<file path="config.mk">
export PLATFORM = sky130hd
export DESIGN_NAME = opb_former
export DESIGN_NICKNAME = d
export VERILOG_FILES = /design/src/rtl/opb_former.sv
export SDC_FILE = /design/constraint.sdc
export NUM_CORES = 1
export LEC_CHECK = 0
export BUFFER_PORTS_ARGS = -buffer_cell sky130_fd_sc_hd__buf_2
export CAP_MARGIN = 20
export CORE_ASPECT_RATIO = 1.4
export CORE_UTILIZATION = 45
export DETAILED_ROUTE_END_ITERATION = 16
export PLACE_DENSITY = 0.78
export SETUP_SLACK_MARGIN = 0.02
export SYNTH_ARGS = -nofsm -noshare
export SYNTH_HDL_FRONTEND = slang
export SYNTH_SLANG_ARGS = --single-unit
</file>
<file path="constraint.sdc">
create_clock -name clk -period 3 [get_ports clk]
set_input_delay 0.6 -clock clk [delete_from_list [all_inputs] [get_ports clk]]
set_output_delay 0.6 -clock clk [all_outputs]
set_load 0.03 [all_outputs]
</file>
<file path="src/rtl/opb_former.sv">
module opb_former (
  input  logic        clk,
  input  logic        rst_n,
  input  logic [15:0] insn,
  input  logic [15:0] regb,
  input  logic        adv,
  output logic [15:0] opb,
  output logic        pfx_pend
);

  localparam int W   = 16;
  localparam int IW  = 4;
  localparam int HW  = W - IW;
  localparam logic [3:0] OP_PFX = 4'hD;

  typedef enum logic [2:0] {SRC_REG, SRC_SX, SRC_ZX, SRC_WD, SRC_PFX} src_e;

  logic [3:0]    op;
  logic [IW-1:0] imm4;
  logic [HW-1:0] hi_q;
  src_e          src;

  assign op   = insn[15:12];
  assign imm4 = insn[IW-1:0];

  always_comb begin
    case (op)
      4'h2, 4'h4:               src = SRC_SX;
      4'h6, 4'h9:               src = SRC_ZX;
      4'h5, 4'h8, 4'hA, 4'hC:   src = SRC_WD;
      OP_PFX:                   src = SRC_PFX;
      default:                  src = SRC_REG;
    endcase
  end

  always_ff @(posedge clk or negedge rst_n) begin
    if (!rst_n) begin
      pfx_pend <= 1'b0;
      hi_q     <= '0;
    end else if (adv) begin
      pfx_pend <= (op == OP_PFX);
      if (op == OP_PFX) hi_q <= insn[HW-1:0];
    end
  end

  always_comb begin
    case (src)
      SRC_REG: opb = regb;
      SRC_PFX: opb = {insn[HW-1:0], {IW{1'b0}}};
      default: begin
        if (pfx_pend)            opb = {hi_q, imm4};
        else if (src == SRC_SX)  opb = {{HW{imm4[IW-1]}}, imm4};
        else if (src == SRC_ZX)  opb = {{HW{1'b0}}, imm4};
        else                     opb = {{(HW-1){1'b0}}, imm4, 1'b0};
      end
    endcase
  end

endmodule

</file>
### After elaboration in Yosys (flattened, before gate mapping)

Memories as Yosys holds them, arrays and structs flattened.
Cells that the tools add are included.

* ROM bits: 48
* register bits after elaboration: 13
* input bits: 35
* memories: 1
* output and inout bits: 17

* equality and inequality tests: 4
* reductions and logical operators: 2
* multiplexer cells: 4

Memory list
* (name not given): words 16, width 3, rd ports 1, clocked after Yosys merged registers in 0, write ports 0, line 27 `case (op)`

Operators with widths (count)
* 16-bit two-way mux: 2
* 16-bit case mux with 2 select lines: 1
* 5-bit two-way mux: 1
* 4-bit == test, second input constant: 1
* 3-bit by 1-bit == test with 1-bit output, second input constant: 1
* 3-bit by 2-bit == test with 1-bit output, second input constant: 1
* 3-bit == test, second input constant: 1
* 3-bit zero test: 1
* 2-bit AND reduction: 1

### Logic depth before layout (Yosys ltp)

Gate-level depths: netlist of the first run.
An unclocked memory read counts as a cell.

* depth after elaboration: 6
* depth in mapped cells: 8
* depth with buffers taken out: 6

### Worst setup path after synthesis of the first run

No wires, ideal clock.

* path kind: input to output
* start point: input insn[12]
* end point: output opb[0]
* stages: 6
* setup slack: 0.087 ns
* data arrival time: 2.313 ns
* path buffers: 0
* path through: inv_1 ha_1 mux2_2 a21oi_2 a21oi_1 a211oi_1

* longest elaborated chain between the ends: 6
* elaborated cells on any way between the ends: 9

RTL lines
* start: declaration: line 4 `input logic [15:0] insn,`
* memory read 16 x 3 bit *
* 3-bit by 2-bit == test with 1-bit output: line 53 `else if (src == SRC_ZX) opb = {{HW{1'b0}}, imm4};`
* 5-bit two-way mux: line 53
* 16-bit two-way mux: line 52 `else if (src == SRC_SX) opb = {{HW{imm4[IW-1]}}, imm4};`
* 16-bit two-way mux: line 51 `if (pfx_pend) opb = {hi_q, imm4};`
* 16-bit case mux with 2 select lines *: line 47 `case (src)`
* end: declaration: line 7 `output logic [15:0] opb,`

Every way passes the cells marked *; elsewhere a longest branch is shown, timed or not.

### Final worst setup path of the first run

* start point: input insn[12]
* end point: output opb[14]

* longest elaborated chain between the ends: 5
* elaborated cells on any way between the ends: 7

RTL lines (line)
* memory read 16 x 3 bit *
* 3-bit by 1-bit == test with 1-bit output: 52
* 16-bit two-way mux: 52
* 16-bit two-way mux: 51
* 16-bit case mux with 2 select lines *: 47

Marked as above.

==> impl_results.md, run 1 <==
- Status: finished clean
- Critical Path End Type: primary output
- Clock power share: 16.5%
- Synth area leader: dfrtp_1
- Skew-Pair Late Insertion Delay: 0.28 ns
- Seq pwr share: 33.2%
- Mean Syn Cell Area: 8.74 sq um
- Root buf cell: clkbuf_4
- Synth Area in Compound Gates: 20.8%
- Yosys Warn Count: 0
- Worst-margin pin slew: 0.599 ns
- Setup TNS: 0 ns
- Asr flop ratio synth: 100%
- Reg2reg path depth: 2
- Top cells by area, synth: dfrtp_1 (27%), nand2_1 (8.6%), o31a_1 (7.9%)
- # diodes: 0
- Drt via density: 5.79
- Final Cycle Share: 97.5%
- Num ports: 52
- Die Span Y: 63.7 um
- Post-Synth Simple-Gate Area: 25.5%
- Max Slew Vio Count: 0
- R2R Path End: pfx_pend
- Syn nets: 179
- Antenna Nets Post-Route: 0
- Largest family of logic cells by synthesized area: simple AND/OR/NAND/NOR gates
- M1 GR Usage: 31.7%
- Largest net degree at the start of global routing: 20
- Most used routing layer: met2
- Commonest cells after routing, fill and taps aside: buf_2 (41), nand2_1 (28), buf_4 (14)
- Worst-path fanout max: 5
- Clk buf depth: 2
- Max H-tree Level: 1
- Initial antenna violation count: 0
- Min-delay worst type: primary input to asynchronous set/reset pin
- WP data required: 2.40 ns
- Final worst path period need: 2.92 ns
- Switching share of power: 40.2%
- Synth unique cells: 30
- CORE AREA: 2590 sq um
- Dominant synthesized flop cell: dfrtp_1
- Hold Slack: 0.188 ns
- Maximum vdd drop: 0.000263 V
- CTS tree: built
- Slew headroom: 60.1%
- Pleak: 0.794 nW
- IO buf count: 51
- Register area share after synthesis: 26.6%
- Global Route met2 Usage: 46.7%
- Vias in the first global route: 1263
- Placed Instance Area: 1540 sq um
- GR Layer Usage met3: 0.860%
- First-pass GRT wire length: 5700 um
- Gr ovfl total: 0
- Row cnt: 22
- Post-DP HPWL: 2620 um
- # DRC: 0
- Setup-violating endpoint count in the final report: 0
- Post-synthesis mux area share: 16.5%
- Die area: 2930 sq um
- Unrepaired setup endpoints after global routing: false
- Die span in x: 46.1 um
- R2r setup slk: 1.75 ns
- Finished Cell Area: 1650 sq um
- Commonest non-fill, non-tap cell in the layout: buf_2
- CTS clk-pin slew, worst paths: 0.09 ns
- Synth top area share: 26.6%
- Starting DRT DRC Count: 27
- Layout cells sized above 1: 42.1%
- GRT Util Overall: 26.6%
- Initial Util: 47.3%
- Drt first pass iters: 4
- Worst clock skew: 0 ns
- Synth Area in XOR/XNOR: 0%
- Worst setup path class: primary input to primary output
- Via count of the routed design: 1337
- Number of synthesized flops with an enable pin: 0
- Logic pwr share: 50.3%
- Final net count: 235
- CP Launch Type: primary input
- Final core utilization: 63.6%
- Highest Clock Rate: 0.342 GHz
- P&R area growth vs syn: 34.6%
- DRT Wirelength: 3620 um
- Internal power: 0.420 mW
- R2r startpoint: pfx_pend
- CTS buffer count: 3
- Synth Register Bits: 13
- Post-DR wirelength/cell: 15.7 um
- Final Hold Violating Endpoints: 0
- Cell Area, Synth: 1220 sq um
- Post-synthesis cell count: 140
- Clk sinks: 13
- Max-Cap Viols: 0
- P_sw: 0.282 mW
- Pwr Density: 426 nW/um^2
- Total power: 0.702 mW
- WP data arrival: 2.32 ns
- Gpl congestion: 0.833
- Post-Synth Adder-Cell Area: 4.09%
[final cells by class]
type	instances	area, sq um
well taps	36	45.0
clock buffers	4	26.3
fillers	258	941
repair buffers	62	389
multi-input cells	111	842
inverters	5	18.8
flip-flops and latches	13	325
[worst max path at each step]
stage,from,end,slack (ns),cells after the start
global placement,insn[12],opb[13],0.06,9
global route,insn[12],opb[14],0.01,9
finish,insn[12],opb[14],0.08,9
detailed placement,insn[13],opb[6],-0.003,9
CTS,insn[12],opb[6],0.001,9
floorplan,insn[12],opb[0],0.09,6
[flip-flops by register name, summed over array words and instances, names as in the netlist]
signal / count
hi_q: 12
pfx_pend: 1
[kinds of logic (layout without fill, tap and decap cells)]
logic type,Yosys count,count (layout)
flops,13,13
simple gates,58,58
mux,16,16
fa+ha+maj,4,4
buf+inv,16,71
compound gates,33,33
[metal layers]
layer | wire length, um | share of wire, % | up-vias
met3 | 129 | 3.6 | 6
met5 | 0 | 0 | -
met1 | 1490 | 41 | 648
li1 | - | - | 632
met2 | 1930 | 53 | 51
met4 | 75 | 2.1 | 0
[critical path: stages]
cell and delay [ns]:
buf_2 0.13, inv_2 0.08, ha_1 0.16, inv_1 0.04, mux4_2 0.49, nor4_4 0.32, buf_4 0.20, o31a_1 0.16
buf_6 0.13
[through the flow]
step	instances	setup slack, ns
2_1_floorplan	140	0.0871
3_3_place_gp	226	0.0639
3_5_place_dp	226	-0.00346
4_1_cts	230	0.00146
5_1_grt	231	0.0147
6_report	231	0.0757
[cells in the mapped netlist, types with 3 or more instances]
master,count
nand2_1,28
and2_1,13
dfrtp_1,13
nand4_1,11
o31a_1,11
mux2_2,7
mux2_1,6
o21ai_0,6
buf_2,5
inv_1,5
clkbuf_1,4
ha_1,4
a32oi_1,3
o2111ai_1,3
[repair_timing]
| action | 4_1_cts | 5_1_grt |
|---|---|---|
| pin swaps | 0 | 6 |
| cloned | 0 | 1 |
| hold buffers | 0 | 0 |
| setup endpoints to repair | 14 | 14 |
| gates resized for setup | 11 | 14 |
| buffers inserted | 0 | 0 |
[power groups by stage]
stage,sequential (mW),combinational [mW],clock (mW)
after floorplan,0.229,0.224,0
after global placement,0.232,0.309,0
after detailed placement,0.236,0.319,0
after CTS,0.232,0.336,0.117
after global routing,0.238,0.378,0.124
final,0.233,0.353,0.116
Note: power is estimated with default switching activity, not from simulation.
==> run 2: changes to the inputs <==
- CTS_BUF_LIST: unset -> sky130_fd_sc_hd__clkbuf_16
==> run 2 against run 1 <==
Via count grew 0.22%; non-clock buffer count is the same; wire length shrank 0.75%; combinational power grew 1%; clock skew is the same; sequential share of layout area shrank 0.72 points; global-route usage shrank 0.85 points; die area is the same.
==> impl_results.md, run 2 (same netlist as run 1, synthesis figures left out) <==
- Status: finished clean (unchanged)
- Hold_buf cts: 0 (unchanged)
- Setup TNS: 0 ns (unchanged)
- Min-delay worst type: primary input to asynchronous set/reset pin (unchanged)
- # DRC: 0 (unchanged)
- Most flops, register: hi_q (unchanged)
- Commonest non-fill, non-tap cell in the layout: buf_2 (unchanged)
- R2r startpoint: pfx_pend (unchanged)
- Largest net degree at the start of global routing: 20 (unchanged)
- Die area: 2930 sq um (unchanged)
- CORE AREA: 2590 sq um (unchanged)
- Via count of the routed design: 1340 (was 1337)
- R2r setup slk: 1.78 ns (was 1.75 ns)
- Clk sinks: 13 (unchanged)
- Final worst path period need: 2.96 ns (was 2.92 ns)
- Worst-path fanout max: 5 (unchanged)
- Antenna Nets Post-Route: 0 (unchanged)
- Num ports: 52 (unchanged)
- Highest Clock Rate: 0.337 GHz (was 0.342 GHz)
- Skew-Pair Late Insertion Delay: 0.24 ns (was 0.28 ns)
- Clk buf depth: 2 (unchanged)
- Worst-margin pin slew: 0.593 ns (was 0.599 ns)
- Vias in the first global route: 1268 (was 1263)
- WP data required: 2.40 ns (about the same)
- Initial antenna violation count: 0 (unchanged)
- Finished Cell Area: 1710 sq um (was 1650 sq um)
- Placed Instance Area: 1540 sq um (unchanged)
- Gpl congestion: 0.833 (unchanged)
- Layout cells sized above 1: 42.1% (unchanged)
- Slew headroom: 60.5% (was 60.1%)
- Setup-violating endpoint count in the final report: 0 (unchanged)
- Die Span Y: 63.7 um (unchanged)
- CP Launch Type: primary input (unchanged)
- Drt first pass iters: 4 (unchanged)
- P&R area growth vs syn: 39.7% (was 34.6%)
- WP data arrival: 2.36 ns (was 2.32 ns)
- Starting DRT DRC Count: 30 (was 27)
- Final Hold Violating Endpoints: 0 (unchanged)
- Max H-tree Level: 1 (unchanged)
- Most used routing layer: met2 (unchanged)
- CTS clk-pin slew, worst paths: 0.05 ns (was 0.09 ns)
- Die span in x: 46.1 um (unchanged)
- M1 GR Usage: 31.1% (was 31.7%)
- First-pass GRT wire length: 5580 um (was 5700 um)
- DRT Wirelength: 3600 um (was 3620 um)
- Top flop regs: hi_q x12, pfx_pend x1 (unchanged)
- Pwr Density: 494 nW/um^2 (was 426 nW/um^2)
- Largest register FFs: 12 (unchanged)
- Reg2reg path depth: 2 (unchanged)
- CTS tree: built (unchanged)
- Root buf cell: clkbuf_16 (was clkbuf_4)
- Max-Cap Viols: 0 (unchanged)
- Maximum vdd drop: 0.000316 V (was 0.000263 V)
- Global Route met2 Usage: 45.1% (was 46.7%)
- Worst setup path class: primary input to primary output (unchanged)
- Drt via density: 5.80 (was 5.79)
- GR Layer Usage met3: 1.72% (was 0.860%)
- Commonest cells after routing, fill and taps aside: buf_2 (40), nand2_1 (28), and2_1 (13), buf_4 (13), dfrtp_1 (13) (was buf_2 (41), nand2_1 (28), buf_4 (14))
- Post-DR wirelength/cell: 15.6 um (was 15.7 um)
- Max Slew Vio Count: 0 (unchanged)
- Post-DP HPWL: 2620 um (unchanged)
- Final Cycle Share: 98.8% (was 97.5%)
- # diodes: 0 (unchanged)
- Row cnt: 22 (unchanged)
- GRT Util Overall: 25.7% (was 26.6%)
- Pleak: 0.824 nW (was 0.794 nW)
- Gr ovfl total: 0 (unchanged)
- R2R Path End: pfx_pend (unchanged)
- CTS buffer count: 3 (unchanged)
- Initial Util: 47.3% (unchanged)
- IO buf count: 51 (unchanged)
- Critical Path End Type: primary output (unchanged)
- Final net count: 235 (unchanged)
- Post-CTS setup buffer count: 0 (unchanged)
- Worst clock skew: 0 ns (unchanged)
run 2: cell types whose count changed in the layout (fill, tap and decap cells not counted), sizes merged:
cell    delta
clkbuf     -1
inv        +1
run 2: layout make-up:
type	instances	area [sq um]
multi-input combinational	111	842
tap	36	45.0
timing repair buffer	62	399
sequential	13	325
inverter	5	18.8
clock buffer	3	75.1
fill	232	878
clock inverter	1	3.75
run 2: metrics by stage:
| stage | power [mW] | setup WS (ns) | util (%) | hold slack (ns) | std cells |
|---|---|---|---|---|---|
| detailed placement | 0.555 | -0.00346 | 59.4 | 0.478 | 226 |
| global placement | 0.541 | 0.0639 | 59.4 | 0.466 | 226 |
| global route | 0.886 | -0.0109 | 66.1 | 0.261 | 231 |
| CTS | 0.826 | 0.0132 | 63.9 | 0.258 | 230 |
| floorplan | 0.452 | 0.0871 | - | 0.304 | 140 |
| finish | 0.844 | 0.0362 | 66.1 | 0.242 | 231 |
run 2: worst max path at each step:
stage / depth (start not counted) / start / to / slack (ns)
floorplan: 6 / insn[12] / opb[0] / 0.09
global placement: 9 / insn[12] / opb[13] / 0.06
detailed placement: 9 / insn[13] / opb[6] / -0.003
CTS: 8 / insn[12] / opb[3] / 0.01
global route: 9 / insn[12] / opb[7] / -0.01
finish: 9 / insn[12] / opb[7] / 0.04
run 2: critical path, cell delays in order:
cell and delay [ns]:
buf_2 0.13, inv_2 0.08, ha_1 0.16, inv_1 0.04, mux4_2 0.49, nor4_4 0.34, buf_4 0.21, o31a_1 0.17
buf_6 0.14
run 2: timing repair:
| action | CTS | global route |
|---|---|---|
| hold endpoints to repair | 0 | 0 |
| pin swaps | 0 | 7 |
| gates cloned | 0 | 1 |
| setup endpoints to repair | 14 | 14 |
| resized for setup | 13 | 14 |
run 2: layer usage:
metal | wire (um) | share of wire (%) | vias to the layer above
met2 | 1920 | 53 | 60
met1 | 1470 | 41 | 642
met3 | 154 | 4.3 | 5
met4 | 56 | 1.6 | 0
li1 | - | - | 633
met5 | 0 | 0 | -
run 2: power by group:
group / total (mW) / internal [mW] / switching (mW)
clock: 0.253 / 0.176 / 0.0767
sequential: 0.233 / 0.214 / 0.0195
combinational: 0.358 / 0.159 / 0.199
==> run 3: changes to the inputs <==
- CELL_PAD_IN_SITES_DETAIL_PLACEMENT: unset -> 0
- CELL_PAD_IN_SITES_GLOBAL_PLACEMENT: unset -> 1
- CORE_UTILIZATION: 45 -> 34
- PLACE_DENSITY: 0.78 -> 0.81
- TNS_END_PERCENT: unset -> 30
==> run 3 against run 2 <==
Worst hold slack about the same; utilization down 16 points; clock power about the same; via count down 3.0%; sequential power about the same; highest routed layer unchanged.
==> impl_results.md, run 3 (same netlist as run 1, synthesis figures left out) <==
- Vias in the first global route: 1370 (was 1268)
- Max Slew Vio Count: 0 (unchanged)
- CP Launch Type: primary input (unchanged)
- Drt via density: 5.53 (was 5.80)
- Top delay family on crit path: buffers and inverters (unchanged)
- Status: finished clean (unchanged)
- Final worst slack: 0.0800 ns (was 0.0362 ns)
- CTS tree: built (unchanged)
- Skew-Pair Late Insertion Delay: 0.24 ns (about the same)
- Commonest cells after routing, fill and taps aside: buf_2 (40), nand2_1 (28), and2_1 (13), dfrtp_1 (13) (was buf_2 (40), nand2_1 (28), and2_1 (13), buf_4 (13), dfrtp_1 (13))
- Gpl congestion: 0.817 (was 0.833)
- Setup WS pre-CTS: -0.0291 ns (was -0.00346 ns)
- Layout cells sized above 1: 42.1% (unchanged)
- CTS buffer count: 3 (unchanged)
- Post-Place Cells: 230 (was 226)
- CTS clk-pin slew, worst paths: 0.05 ns (about the same)
- Pleak: 0.825 nW (was 0.824 nW)
- Max H-tree Level: 1 (unchanged)
- Antenna Nets Post-Route: 0 (unchanged)
- Seq pwr share: 27.7% (about the same)
- Gr ovfl total: 0 (unchanged)
- Post-DP HPWL: 2670 um (was 2620 um)
- DRT Wirelength: 3650 um (was 3600 um)
- Hold Slack: 0.242 ns (about the same)
- P_sw: 0.290 mW (was 0.295 mW)
- # DRC: 0 (unchanged)
- CORE AREA: 3410 sq um (was 2590 sq um)
- IO buf count: 51 (unchanged)
- Row cnt: 25 (was 22)
- Critical Path End Type: primary output (unchanged)
- Min-delay worst type: primary input to asynchronous set/reset pin (unchanged)
- Worst clock skew: 0 ns (unchanged)
- Drt first pass iters: 4 (unchanged)
- Setup-violating endpoint count in the final report: 0 (unchanged)
- Worst-margin pin slew: 0.616 ns (was 0.593 ns)
- Worst setup path class: primary input to primary output (unchanged)
- Final Hold Violating Endpoints: 0 (unchanged)
- Num ports: 52 (unchanged)
- Clock power share: 29.7% (was 30.0%)
- WP data arrival: 2.32 ns (was 2.36 ns)
- P&R area growth vs syn: 40.1% (was 39.7%)
- Slew headroom: 58.9% (was 60.5%)
- Worst-path fanout max: 5 (unchanged)
- Root buf cell: clkbuf_16 (unchanged)
- Hold_buf cts: 0 (unchanged)
- Internal power: 0.551 mW (was 0.549 mW)
- Finished Cell Area: 1710 sq um (about the same)
- First-pass GRT wire length: 5970 um (was 5580 um)
- Largest net degree at the start of global routing: 20 (unchanged)
- GRT Util Overall: 20.8% (was 25.7%)
- Max-Cap Viols: 0 (unchanged)
- WP data required: 2.40 ns (about the same)
- Initial Util: 35.9% (was 47.3%)
- Worst-path cell chain: buf_2, inv_2, ha_1, inv_1, mux4_2, nor4_4, buf_4, o31a_1, buf_6 (unchanged)
- Placed Instance Area: 1540 sq um (about the same)
- Largest register FFs: 12 (unchanged)
- Via count of the routed design: 1300 (was 1340)
- Final net count: 235 (unchanged)
- Commonest non-fill, non-tap cell in the layout: buf_2 (unchanged)
- Largest stage delay, worst path: 0.49 ns (about the same)
- Buf/Inv on CP: 5 (unchanged)
- Starting DRT DRC Count: 43 (was 30)
- Highest Clock Rate: 0.342 GHz (was 0.337 GHz)
- Logic pwr share: 42.6% (was 42.4%)
- Slowest cell on the critical path: mux4_2 (unchanged)
- Final Cycle Share: 97.3% (was 98.8%)
- Initial antenna violation count: 0 (unchanged)
- Pwr Density: 491 nW/um^2 (was 494 nW/um^2)
- Unrepaired setup endpoints after global routing: true
- Final worst path period need: 2.92 ns (was 2.96 ns)
- Clk sinks: 13 (unchanged)
- # diodes: 0 (unchanged)
- Die span in x: 52.7 um (was 46.1 um)
- Setup TNS: 0 ns (unchanged)
- Top flop regs: hi_q x12, pfx_pend x1 (unchanged)
- Die Span Y: 73.0 um (was 63.7 um)
- Post-DR wirelength/cell: 15.5 um (was 15.6 um)
- Most flops, register: hi_q (unchanged)
- Clk buf depth: 2 (unchanged)
- Switching share of power: 34.5% (was 34.9%)
- Non-Filler Instances: 235 (was 231)
- Maximum vdd drop: 0.000320 V (was 0.000316 V)
- Die area: 3850 sq um (was 2930 sq um)
==> run 3: changes by cell type in the layout (fill, tap and decap cells not counted) <==
cell / before / now
buf_4: 13 / 11
buf_6: 9 / 11
a21oi_2: 0 / 1
a21oi_4: 1 / 0
==> run 3: area by class of cell <==
cell class / count / area, sq um
fill: 341 / 1700
multi-input combinational: 111 / 835
timing repair buffer: 62 / 407
sequential: 13 / 325
clock buffer: 3 / 75.1
tap: 40 / 50.0
inverter: 5 / 18.8
clock inverter: 1 / 3.75
==> run 3: path summary, 6_finish.rpt <==
check,slack [ns],startpoint,end,cells past startpoint
worst max-delay path,0.08,insn[12],opb[12],9
worst min-delay path,0.24,rst_n,hi_q[9],1
worst max register to register,1.76,pfx_pend,pfx_pend,2
worst min register to register,0.48,hi_q[4],hi_q[4],1
max in group asynchronous,2.52,rst_n,hi_q[5],1
min in group clk,0.48,hi_q[4],hi_q[4],1
==> run 3: per-layer routing <==
| metal | track usage, % | share of wire, % |
|---|---|---|
| met4 | 8.77 | 1.7 |
| met3 | 2.92 | 4.8 |
| met1 | 24.2 | 42 |
| met5 | 0 | 0 |
| met2 | 37.0 | 52 |
==> run 3: power by group through the flow <==
stage	Combinational, mW	Sequential (mW)	Clock (mW)
after floorplan	0.224	0.229	0
after global placement	0.312	0.232	0
after detailed placement	0.318	0.235	0
after CTS	0.325	0.233	0.253
after global routing	0.386	0.237	0.264
final	0.358	0.233	0.250
==> run 3: repair_timing <==
item,CTS,global route
cloned,0,1
endpoints found under the setup margin,11,15
buffers inserted,0,0
pin swaps,0,7
gates resized for setup,4,33
==> run 3: per-stage QoR <==
step                      power (mW)  util, %
final                          0.841     50.3
after detailed placement       0.554     45.2
after global routing           0.887     50.3
after floorplan                0.452        -
after global placement         0.544     45.2
after CTS                      0.811     47.9
